[config.mk]
export PLATFORM = sky130hd
export DESIGN_NAME = mc16_core
export DESIGN_NICKNAME = d
export VERILOG_FILES = /design/src/rtl/mc16_pkg.sv /design/src/rtl/mc16_decode.sv /design/src/rtl/mc16_alu.sv /design/src/rtl/mc16_regfile.sv /design/src/rtl/mc16_core.sv
export SDC_FILE = /design/constraint.sdc
export NUM_CORES = 1
export LEC_CHECK = 0
export BUFFER_PORTS_ARGS = -buffer_cell sky130_fd_sc_hd__buf_2
export CAP_MARGIN = 30
export CORE_UTILIZATION = 60
export DETAILED_ROUTE_END_ITERATION = 7
export GPL_ROUTABILITY_DRIVEN = 0
export MAX_ROUTING_LAYER = met4
export PLACE_DENSITY = 0.83
export REMOVE_ABC_BUFFERS = 1
export SLEW_MARGIN = 20
export SYNTH_ARGS = -nofsm -noshare
export SYNTH_HDL_FRONTEND = slang
export SYNTH_SLANG_ARGS = --single-unit
[constraint.sdc]
create_clock -name clk -period 4.07 [get_ports clk]
set_input_delay 0.6105 -clock clk [delete_from_list [all_inputs] [get_ports clk]]
set_output_delay 0.6105 -clock clk [all_outputs]
set_load 0.02 [all_outputs]
[src/rtl/mc16_pkg.sv]
package mc16_pkg;
    localparam int WORD_W  = 16;
    localparam int REG_CNT = 8;
    localparam int RIDX_W  = $clog2(REG_CNT);
    localparam int OFF_W   = 6;
    localparam int OPC_W   = 4;
    localparam int OPC_CNT = 1 << OPC_W;

    localparam logic [OPC_W-1:0] OPC_ADD   = 4'h1;
    localparam logic [OPC_W-1:0] OPC_AND   = 4'h5;
    localparam logic [OPC_W-1:0] OPC_NOT   = 4'h9;
    localparam logic [OPC_W-1:0] OPC_LOAD  = 4'h6;
    localparam logic [OPC_W-1:0] OPC_STORE = 4'h7;
    localparam logic [OPC_W-1:0] OPC_JUMP  = 4'hC;

    localparam logic [RIDX_W-1:0] LINK_REG = RIDX_W'(REG_CNT - 1);

    typedef enum logic [2:0] {
        PH_FETCH, PH_DECODE, PH_EVAL, PH_OPND, PH_EXEC, PH_STORE
    } phase_e;

    typedef enum logic [1:0] { ALU_ADD, ALU_AND, ALU_NOT } alu_op_e;

    typedef struct packed {
        phase_e            phase;
        logic [1:0]        step;
        logic [WORD_W-1:0] pc;
        logic [WORD_W-1:0] ir;
        logic [WORD_W-1:0] mar;
        logic [WORD_W-1:0] mdr;
        logic [WORD_W-1:0] opa;
        logic [WORD_W-1:0] opb;
        logic [WORD_W-1:0] res;
    } core_state_t;
endpackage

[src/rtl/mc16_decode.sv]
module mc16_decode #(
    parameter int OPC_W = 4,
    localparam int LINES = 1 << OPC_W
) (
    input  logic [OPC_W-1:0] opc,
    output logic [LINES-1:0] lines
);
    for (genvar i = 0; i < LINES; i++) begin : g_line
        assign lines[i] = (opc == OPC_W'(i));
    end
endmodule

[src/rtl/mc16_alu.sv]
module mc16_alu
    import mc16_pkg::*;
#(
    parameter int W = 16
) (
    input  alu_op_e      op,
    input  logic [W-1:0] a,
    input  logic [W-1:0] b,
    output logic [W-1:0] y
);
    always_comb begin
        case (op)
            ALU_AND: y = a & b;
            ALU_NOT: y = ~a;
            default: y = a + b;
        endcase
    end
endmodule

[src/rtl/mc16_regfile.sv]
module mc16_regfile #(
    parameter int W = 16,
    parameter int N = 8,
    localparam int IW = $clog2(N)
) (
    input  logic          clk,
    input  logic          rst_n,
    input  logic          we,
    input  logic [IW-1:0] waddr,
    input  logic [W-1:0]  wdata,
    input  logic [IW-1:0] ra0,
    input  logic [IW-1:0] ra1,
    input  logic [IW-1:0] ra2,
    output logic [W-1:0]  rd0,
    output logic [W-1:0]  rd1,
    output logic [W-1:0]  rd2
);
    logic [W-1:0] regs_q [N];
    logic [W-1:0] regs_d [N];

    always_comb begin
        regs_d = regs_q;
        if (we) regs_d[waddr] = wdata;
    end

    always_ff @(posedge clk) begin
        if (!rst_n) begin
            for (int i = 0; i < N; i++) regs_q[i] <= '0;
        end else begin
            regs_q <= regs_d;
        end
    end

    assign rd0 = regs_q[ra0];
    assign rd1 = regs_q[ra1];
    assign rd2 = regs_q[ra2];
endmodule

[src/rtl/mc16_core.sv]
module mc16_core
    import mc16_pkg::*;
(
    input  logic              clk,
    input  logic              rst_n,
    input  logic              run_en,
    output logic [WORD_W-1:0] mem_addr,
    output logic [WORD_W-1:0] mem_wdata,
    input  logic [WORD_W-1:0] mem_rdata,
    output logic              mem_rd,
    output logic              mem_wr
);
    localparam logic [OPC_CNT-1:0] ALU_MASK =
        (OPC_CNT'(1) << OPC_ADD) | (OPC_CNT'(1) << OPC_AND) | (OPC_CNT'(1) << OPC_NOT);
    localparam logic [OPC_CNT-1:0] MEMJ_MASK =
        (OPC_CNT'(1) << OPC_LOAD) | (OPC_CNT'(1) << OPC_STORE) | (OPC_CNT'(1) << OPC_JUMP);

    core_state_t s_q, s_d;

    logic [OPC_CNT-1:0] op_lines;
    logic               is_alu, is_memj, is_ld, is_st, is_jmp, do_link;
    logic [RIDX_W-1:0]  f_dst, f_base, f_src2;
    logic [WORD_W-1:0]  f_off;
    logic [WORD_W-1:0]  rd_base, rd_src2, rd_dst, alu_y;
    alu_op_e            alu_op;
    logic               rf_we;
    logic [RIDX_W-1:0]  rf_waddr;
    logic [WORD_W-1:0]  rf_wdata;

    assign f_dst   = s_q.ir[11:9];
    assign f_base  = s_q.ir[8:6];
    assign f_src2  = s_q.ir[2:0];
    assign f_off   = WORD_W'(s_q.ir[OFF_W-1:0]);
    assign do_link = s_q.ir[11];

    mc16_decode #(.OPC_W(OPC_W)) u_dec (
        .opc   (s_q.ir[WORD_W-1:WORD_W-OPC_W]),
        .lines (op_lines)
    );

    assign is_alu  = |(op_lines & ALU_MASK);
    assign is_memj = |(op_lines & MEMJ_MASK);
    assign is_ld   = op_lines[OPC_LOAD];
    assign is_st   = op_lines[OPC_STORE];
    assign is_jmp  = op_lines[OPC_JUMP];

    always_comb begin
        if (op_lines[OPC_AND])      alu_op = ALU_AND;
        else if (op_lines[OPC_NOT]) alu_op = ALU_NOT;
        else                        alu_op = ALU_ADD;
    end

    mc16_regfile #(.W(WORD_W), .N(REG_CNT)) u_rf (
        .clk   (clk),
        .rst_n (rst_n),
        .we    (rf_we),
        .waddr (rf_waddr),
        .wdata (rf_wdata),
        .ra0   (f_base),
        .ra1   (f_src2),
        .ra2   (f_dst),
        .rd0   (rd_base),
        .rd1   (rd_src2),
        .rd2   (rd_dst)
    );

    mc16_alu #(.W(WORD_W)) u_alu (
        .op (alu_op),
        .a  (s_q.opa),
        .b  (s_q.opb),
        .y  (alu_y)
    );

    always_comb begin
        s_d      = s_q;
        rf_we    = 1'b0;
        rf_waddr = f_dst;
        rf_wdata = '0;
        mem_rd   = 1'b0;
        mem_wr   = 1'b0;
        if (run_en) begin
            case (s_q.phase)
                PH_FETCH: begin
                    case (s_q.step)
                        2'd0: begin
                            s_d.mar  = s_q.pc;
                            s_d.step = 2'd1;
                        end
                        2'd1: begin
                            mem_rd   = 1'b1;
                            s_d.mdr  = mem_rdata;
                            s_d.step = 2'd2;
                        end
                        default: begin
                            s_d.ir    = s_q.mdr;
                            s_d.pc    = s_q.pc + 1'b1;
                            s_d.step  = 2'd0;
                            s_d.phase = PH_DECODE;
                        end
                    endcase
                end
                PH_DECODE: begin
                    if (is_alu)       s_d.phase = PH_OPND;
                    else if (is_memj) s_d.phase = PH_EVAL;
                    else              s_d.phase = PH_FETCH;
                end
                PH_EVAL: begin
                    if (is_jmp) begin
                        s_d.res   = rd_base + f_off;
                        s_d.phase = PH_STORE;
                    end else begin
                        s_d.mar   = rd_base + f_off;
                        s_d.phase = PH_OPND;
                    end
                end
                PH_OPND: begin
                    if (is_ld) begin
                        mem_rd    = 1'b1;
                        s_d.mdr   = mem_rdata;
                        s_d.phase = PH_STORE;
                    end else if (is_st) begin
                        s_d.mdr   = rd_dst;
                        s_d.phase = PH_STORE;
                    end else begin
                        s_d.opa   = rd_base;
                        s_d.opb   = rd_src2;
                        s_d.phase = PH_EXEC;
                    end
                end
                PH_EXEC: begin
                    s_d.res   = alu_y;
                    s_d.phase = PH_STORE;
                end
                default: begin
                    if (is_st) begin
                        mem_wr = 1'b1;
                    end else if (is_ld) begin
                        rf_we    = 1'b1;
                        rf_wdata = s_q.mdr;
                    end else if (is_jmp) begin
                        s_d.pc = s_q.res;
                        if (do_link) begin
                            rf_we    = 1'b1;
                            rf_waddr = LINK_REG;
                            rf_wdata = s_q.pc;
                        end
                    end else begin
                        rf_we    = 1'b1;
                        rf_wdata = s_q.res;
                    end
                    s_d.phase = PH_FETCH;
                end
            endcase
        end
    end

    always_ff @(posedge clk) begin
        if (!rst_n) begin
            s_q       <= '0;
            s_q.phase <= PH_FETCH;
        end else begin
            s_q <= s_d;
        end
    end

    assign mem_addr  = s_q.mar;
    assign mem_wdata = s_q.mdr;


    hold_when_off_chk: assert property (@(posedge clk) disable iff (!rst_n)
        !run_en |=> ($stable(s_q.pc) && $stable(s_q.phase) && $stable(s_q.step) && $stable(s_q.ir)));


    quiet_when_off_chk: assert property (@(posedge clk) disable iff (!rst_n)
        !run_en |-> (!mem_rd && !mem_wr));


    no_rd_wr_clash_chk: assert property (@(posedge clk) disable iff (!rst_n)
        !(mem_rd && mem_wr));


    pc_step_chk: assert property (@(posedge clk) disable iff (!rst_n)
        (run_en && s_q.phase == PH_FETCH && s_q.step == 2'd2) |=> (s_q.pc == $past(s_q.pc) + 1'b1));


    decode_leaves_chk: assert property (@(posedge clk) disable iff (!rst_n)
        (run_en && s_q.phase == PH_DECODE) |=> (s_q.phase != PH_DECODE));


    write_ends_instr_chk: assert property (@(posedge clk) disable iff (!rst_n)
        mem_wr |=> (s_q.phase == PH_FETCH && s_q.step == 2'd0));
endmodule

* Word level (Yosys, flattened, before mapping) *
Cells that the tools add are included.

storage, ports and cells
  register bits after elaboration = 245
  input port bits = 19
  output and inout bits = 34
  logic and storage cells = 138

cells by class
  $add $sub $neg = 3
  magnitude comparators = 5
  equality and inequality tests = 21
  mux-type cells = 62
  bitwise operators = 10
  reduce and logical (&&, ||, !) cells = 20

operator list
  cell                                                       number
  2-to-1 mux 16 bit                                          22
  one-hot mux 16 bit (2 select lines)                        5
  binary-select mux 16 bit (select 3 bit)                    3
  bitwise mux 128 bit                                        1
  demux 16 bit (select 3 bit)                                1
  2-to-1 mux 32 bit                                          1
  2-to-1 mux 3 bit                                           9
  adder 16 x 1 -> 16 bit (second input constant)             1
  adder 16 bit                                               1
  adder 16 x 6 -> 16 bit                                     1
  bitwise AND 16 bit                                         1
  greater-or-equal comparator 4 bit (second input constant)  4
  NOT 16 bit                                                 1
  NOT 3 -> 4 bit                                             4
  one-hot mux 3 bit (5 select lines)                         1
  2-to-1 mux 1 bit                                           13
  equality test 4 x 3 -> 1 bit (second input constant)       3
  AND reduction 4 bit                                        3
  equality test 4 bit (second input constant)                2
  2-to-1 mux 2 bit                                           4
  inequality test 2 x 1 -> 1 bit (second input constant)     4
  nonzero test 2 bit                                         4
  equality test 3 x 2 -> 1 bit (second input constant)       2
  inequality test 2 bit (second input constant)              3
  20 further kinds                                           27

* Logic depth before layout (Yosys ltp) *
Gate-level depths: netlist of run 1.

  word-level depth = 12
  mapped depth = 17

* Modules after synthesis *
A second synthesis of run 1 with hierarchy kept.

second synthesis, totals
  cells, all modules = 1821
  area, all modules = 16260.6 um^2

by module, submodules not included
  module        instances  cells each  area an instance (um^2)  seq. area each (um^2)
  mc16_regfile  1          763         8265.4                   2562.5
  mc16_core     1          846         6511.2                   2342.2
  mc16_alu      1          192         1257.5                   0.0
  mc16_decode   1          20          226.5                    0.0

* Least setup slack after synthesis of run 1 *
OpenSTA, ideal clock, no wires.

  path kind = flip-flop to flip-flop
  start = register s_q, in the netlist f_base[0]
  end = register s_q, in the netlist mem_addr[15]
  setup time = 0.074 ns
  data arrival time = 3.576 ns
  slack = 0.420 ns
  cell stages (with the launch flop) = 15
  path buffers = 3
  path through = dfxtp_1 -> buf_4 -> buf_6 -> buf_2 -> mux4_2 -> mux2_2 -> ha_1 -> o21ai_0 -> o21ai_0 -> nand3b_1 -> or4b_4 -> nor3_2 -> xnor2_1 -> nand3_1 -> a31oi_1

on the way
  longest elaborated chain between the ends = 7

ends and longest elaborated chain
  what                                                  line                RTL
  start: declaration                                    mc16_core.sv:18     core_state_t s_q, s_d;
  NOT 3 -> 4 bit (implied by the code)                  mc16_regfile.sv:34  assign rd0 = regs_q[ra0];
  binary-select mux 16 bit (select 3 bit)               mc16_regfile.sv:34
  2-to-1 mux 16 bit (implied by the code) (2 in a row)  mc16_regfile.sv:34
  net rd_base[2]                                        mc16_core.sv:24     logic [WORD_W-1:0] rd_base, rd_src2, rd_dst, alu_y;
  adder 16 x 6 -> 16 bit                                mc16_core.sv:112    s_d.mar = rd_base + f_off;
  2-to-1 mux 16 bit                                     mc16_core.sv:108    if (is_jmp) begin
  one-hot mux 16 bit (2 select lines)                   mc16_core.sv:82     case (s_q.phase)

The timed path passes the listed nets, and every way through them passes these cells. The select of a mux whose other input is x is not followed.
A chain may end at the register's enable or synchronous reset.

* Final worst setup path of run 1 *
Same ends and word-level chain as after synthesis.

==> summary.md, run 1 <==
| Metric | Value |
|---|---|
| Gr usage total | 37.1% |
| Largest net degree at the start of global routing | 85 |
| Routed Antenna Nets | 0 |
| Die Wd | 158 um |
| N_diodes | 0 |
| Period utilisation layout | 91.6% |
| I/O pin count | 53 |
| Avg Vias per Cell | 6.81 |
| Dominant synthesized flop cell | dfxtp_1 |
| Relative slew slack | 33.7% |
| Static leakage | 0.00601 uW |
| Vias in the first global route | 12.4k |
| Cell Area, Synth | 14600 sq um |
| Cell count after synthesis | 1621 |
| Worst-path maximum fanout | 13 |
| Final setup vio count | 0 |
| Final Hold Fails | 0 |
| Final Instance Area | 15800 sq um |
| Commonest non-fill, non-tap cells in the layout | 239 x dfxtp_1, 217 x nand2_1, 189 x nor2_1, 126 x a21oi_1, 121 x mux2i_1 |
| Post-CTS resize count | 0 |
| Period minus WS final | 3730 ps |
| Slew Viols, Final | 0 |
| Clock Tree Root | clkbuf_16 |
| Port Buf Inserts | 52 |
| Async SR Flop Fraction | 0% |
| Iter 0 DRT Violations | 1861 |
| Hold crit path type | reg -> reg |
| WL/cell | 23.2 um |
| Max Cap Viol | 0 |
| Post-DP HPWL | 28700 um |
| Nets | 1622 |
| # rows | 56 |
| Clock skew | 14.9 ps |
| Layout cells sized above 1 | 16.8% |
| Worst vdd ir | 0.387 mV |
| Avg Inst Size Synth | 9.01 sq um |
| Crit start category | flip-flop |
| First-pass GRT wire length | 68600 um |
| CTS tree | done |
| Kind of critical path | reg -> reg |
| GRT overflow | 0 |
| Commonest non-fill, non-tap cell in the layout | dfxtp_1 |
| Count of state elements after synthesis | 245 |
| Area Overhead vs Synth | 7.84% |
| Unrepaired setup endpoints after global routing | no |
| Biggest area consumer among synthesized cells | dfxtp_1 |
| DRT Pass-1 Iters | 6 |
| CTS Buf Count | 26 |
| Via count | 13.0k |
| H-tree levels | 1 |
| Initial Utilization | 61.7% |
| Remaining DRCs | 0 |
| Power Dens Cells | 332 nW/um^2 |
| DP Area | 14800 sq um |
| Total power | 5240 uW |
| Clk sinks | 245 |
| FMAX | 268 MHz |
| Final core occ | 66.5% |
| Clock insertion delay at the later pin of the skew report | 560 ps |
| Total wire length | 44500 um |
| Sequential area share after synthesis | 33.6% |
| Number of synthesized flops with an enable pin | 0 |
| Setup Buffers After CTS | 0 |
| Hold buffer count at cts | 0 |
| Die H | 158 um |
| Library cells used by synthesis | 70 |
| Top cell type's share of synthesized area | 33.6% |
| Setup crit end kind | flip-flop |
| DIE AREA | 25000 sq um |
| Status | complete, no violations |
| Clk slew on worst S/H paths | 60 ps |
| Area contributors post-synth | dfxtp_1 34%, mux4_2 14%, mux2i_1 8.3%, nand2_1 5.6%, nor2_1 4.9% |
| Initial antenna violation count | 0 |
| Critical Path AT | 4190 ps |
| CTS Buffer Depth | 3 |
| Core area | 23700 sq um |
| Worst-Margin Slew | 995 ps |
| YS warnings | 0 |
| WP data required | 4530 ps |
-- where the power goes --
part / switching (uW) / internal [uW] / leakage, uW
Sequential: 23.4 / 2420 / 0.00198
Combinational: 140 / 61.6 / 0.00356
Clock: 1030 / 1570 / 0.000462
-- cell usage after synthesis, types with 9 or more instances --
| library cell | count |
|---|---|
| o21ai_1 | 20 |
| nor2b_1 | 32 |
| nor3_1 | 18 |
| ha_1 | 23 |
| nand2_1 | 217 |
| mux4_2 | 92 |
| a211oi_1 | 32 |
| a21oi_1 | 126 |
| nand3_1 | 66 |
| and3_1 | 12 |
| o21ai_0 | 62 |
| buf_4 | 38 |
| mux2i_1 | 121 |
| xor2_1 | 15 |
| dfxtp_1 | 245 |
| clkbuf_1 | 87 |
| o211a_1 | 20 |
| nor2_1 | 189 |
| xnor2_1 | 11 |
| buf_2 | 29 |
| inv_1 | 13 |
| o211ai_1 | 9 |
-- registers in the layout (all words and copies together), names as in the netlist --
name,flops
f_base,3
mem_wdata,16
f_dst,2
mem_addr,16
s_q,73
f_off,6
do_link,1
u_rf.regs_q,128
-- per-stage QoR --
stage	hold WS (ps)	TNS (ps)	setup slack [ps]	cells
5_1_grt	488	0	146	1916
2_1_floorplan	441	-26620	-582	1455
3_3_place_gp	436	0	507	1868
6_report	450	0	344	1916
4_1_cts	451	0	316	1915
3_5_place_dp	444	0	445	1868
-- logic make-up after synthesis --
logic type               count (synthesis)  synth area share, %
AO/OA/AOI/OAI                          331                 14.0
adder cells (fa/ha/maj)                 25                 2.24
flip-flops                             245                 33.6
multiplexers                           232                 24.8
XOR/XNOR                                26                 1.56
buffers and inverters                  181                 6.14
AND/OR/NAND/NOR                        581                 17.6
-- metal layers --
layer | wire length [um] | vias to the layer above | GRT usage [%]
met5 | 0 | - | -
met4 | 2590 | 0 | 20.2
met3 | 5310 | 216 | 7.20
met2 | 20200 | 945 | 57.8
met1 | 16400 | 6175 | 45.4
li1 | - | 5709 | -
-- layout make-up --
type                            count  area, sq um
Inverter                           15         58.8
Clock buffer                       38          766
Sequential cell                   245         4910
Clock inverter                      9          176
Fill cell                        1862         7920
Multi-Input combinational cell   1195         8840
Timing Repair Buffer               95          603
Tap cell                          319          399
-- final timing paths --
kind	endpoint	slack [ps]	depth (start not counted)	from
max reg2reg	mem_addr[15]	340	12	f_base[0]
min	mem_addr[6]	450	2	mem_addr[6]
min reg2reg	mem_addr[6]	450	2	mem_addr[6]
max	mem_addr[15]	340	12	f_base[0]
-- critical path, stage by stage (launching register included) --
cell	delay (ps)
dfxtp_2	610
buf_4	300
mux4_2	540
mux2_2	310
ha_1	360
nor3_1	70
nor2_1	140
nand3b_1	110
or4b_4	550
nor3_2	130
xnor2_1	160
nand3_1	120
a31oi_1	200
No activity file was read; power rests on OpenSTA's default activity.
==> inputs of run 2 (changes only) <==
- clock period: 4.07 -> 4.3 ns (I/O delays scaled with it)
==> run 2 against run 1 <==
- critical path depth grew 1
- core utilization is essentially flat
- global-route usage is essentially flat
- clock skew grew 6.0 ps
- largest cell class unchanged
==> summary.md, run 2 (synthesis results as in run 1) <==
| Metric | Value |
|---|---|
| Status | complete, no violations |
| Max FFs per register | 128 |
| Initial Utilization | 61.7% |
| Pre-CTS setup slack | 639 ps |
| FF-to-FF path depth | 13 |
| Clock insertion delay at the later pin of the skew report | 570 ps |
| Slew Viols, Final | 0 |
| GRT overflow | 0 |
| Setup Buffers After CTS | 0 |
| Most flops, register | u_rf.regs_q |
| Crit start category | flip-flop |
| Static leakage | 0.00598 uW |
| Post-CTS resize count | 0 |
| Area Overhead vs Synth | 7.80% |
| Hold crit path type | reg -> reg |
| Clock skew | 20.8 ps |
| PnR worst setup slack | 536 ps |
| Period minus WS final | 3760 ps |
| Nets | 1619 |
| Die H | 158 um |
| Fillers | 1814 |
| Unrepaired setup endpoints after global routing | no |
| Relative slew slack | 28.1% |
| Gr usage total | 37.1% |
| Vias in the first global route | 12.4k |
| H-tree levels | 1 |
| Reg2reg start | f_base[1] |
| Worst-path maximum fanout | 23 |
| Clk sinks | 245 |
| Clock Tree Root | clkbuf_16 |
| Final Hold Fails | 0 |
| Iter 0 DRT Violations | 1825 |
| Period utilisation layout | 87.5% |
| I/O pin count | 53 |
| Initial antenna violation count | 0 |
| Total wire length | 43900 um |
| First-pass GRT wire length | 68900 um |
| CTS Buf Count | 27 |
| FMAX | 266 MHz |
| Via count | 13.0k |
| Worst setup endpoint | mem_addr[14] |
| Critical path startpoint | f_base[1] |
| Worst vdd ir | 0.344 mV |
| Final setup vio count | 0 |
| Non-filler instance count after layout | 1913 |
| DRT Pass-1 Iters | 6 |
| Core area | 23700 sq um |
| # rows | 56 |
| Max Cap Viol | 0 |
| R2R Path End | mem_addr[14] |
| Clk slew on worst S/H paths | 60 ps |
| Kind of critical path | reg -> reg |
| Critical Path AT | 4240 ps |
| Worst-path cell chain | mux4_2 > mux2_2 > ha_1 > inv_1 > fa_1 > nor2b_1 > o21ai_0 > a21oi_1 > o211ai_2 > nor3_2 > xor2_1 > or3_1 > a31oi_1 |
| Placed insts | 1863 |
| Avg Vias per Cell | 6.81 |
| Layout cells sized above 1 | 16.8% |
| CTS Buffer Depth | 3 |
| Commonest non-fill, non-tap cells in the layout | 239 x dfxtp_1, 217 x nand2_1, 189 x nor2_1, 126 x a21oi_1, 121 x mux2i_1 |
| Largest net degree at the start of global routing | 95 |
| Max incr delay on CP | 760 ps |
| Power Dens Cells | 316 nW/um^2 |
| Hold buffer count at cts | 0 |
| Routed Antenna Nets | 0 |
| Setup crit end kind | flip-flop |
| Commonest non-fill, non-tap cell in the layout | dfxtp_1 |
| WP data required | 4780 ps |
| CTS tree | done |
| Worst-Margin Slew | 1080 ps |
| DIE AREA | 25000 sq um |
| N_diodes | 0 |
| Port Buf Inserts | 52 |
| Remaining DRCs | 0 |
| Largest registers | u_rf.regs_q (128), s_q (73) |
| WL/cell | 23.0 um |
| Post-DP HPWL | 28200 um |
| Die Wd | 158 um |
| Worst path slowest cell | dfxtp_2 |
| Worst R2R Setup Slack | 540 ps |
==> run 2: cell types whose count changed in the layout (fill, tap and decap cells not counted), moves of 2 or more <==
cell,delta
buf_4,-5
clkbuf_1,-2
clkbuf_8,-2
clkinvlp_4,+4
==> run 2: power by group <==
| part | switching, uW | total, uW | leakage [uW] | internal, uW |
|---|---|---|---|---|
| sequential | 23.3 | 2310 | 0.00198 | 2290 |
| combinational | 132 | 189 | 0.00355 | 57.7 |
| clock | 999 | 2480 | 0.000455 | 1480 |
==> run 2: critical path, delay by kind of cell, from the launching register on <==
family                     cells  cell delay, ps
and+or+nand+nor                3             700
muxes                          2             510
DFF                            1             760
AOI/OAI and AO/OA              4             870
adders and majority gates      2             640
buffers and inverters          1              80
xor gates and xnor gates       1             100
==> run 2: how the worst min path moves through the flow <==
stage | startpoint | to | slack (ps) | depth (start not counted)
6_report | mem_addr[1] | mem_addr[1] | 450 | 2
5_1_grt | mem_addr[6] | mem_addr[6] | 490 | 2
4_1_cts | mem_addr[1] | mem_addr[1] | 450 | 2
3_5_place_dp | mem_addr[1] | mem_addr[1] | 440 | 2
3_3_place_gp | mem_addr[1] | mem_addr[1] | 440 | 2
2_1_floorplan | f_off[3] | f_off[3] | 440 | 2
==> run 2: per-stage QoR <==
stage	total power, uW	TNS, ps	cell area, sq um	util (%)	hold slack, ps
after floorplan	2460	-11530	13800	-	441
after global placement	2540	0	14800	62.3	437
after detailed placement	2550	0	14800	62.3	442
after CTS	4990	0	15700	66.3	449
after global routing	5110	0	15800	66.5	495
final	4980	0	15800	66.5	448
==> run 2: final cells by class <==
cell class,instances,area (sq um),share of cell area [%]
well taps,319,399,2.53
clock buffers,35,756,4.80
clock inverters,13,190,1.21
flip-flops and latches,245,4910,31.2
inverters,15,58.8,0.373
multi-input cells,1195,8840,56.1
repair buffers,91,593,3.76
==> run 2: layer usage <==
| metal | global-route usage (%) | vias up | share of wire, % | wire length [um] |
|---|---|---|---|---|
| met2 | 56.8 | 899 | 45 | 19800 |
| met5 | - | - | 0 | 0 |
| met1 | 46.3 | 6182 | 37 | 16400 |
| li1 | - | 5718 | - | - |
| met3 | 7.56 | 232 | 12 | 5070 |
| met4 | 19.6 | 0 | 6.1 | 2700 |
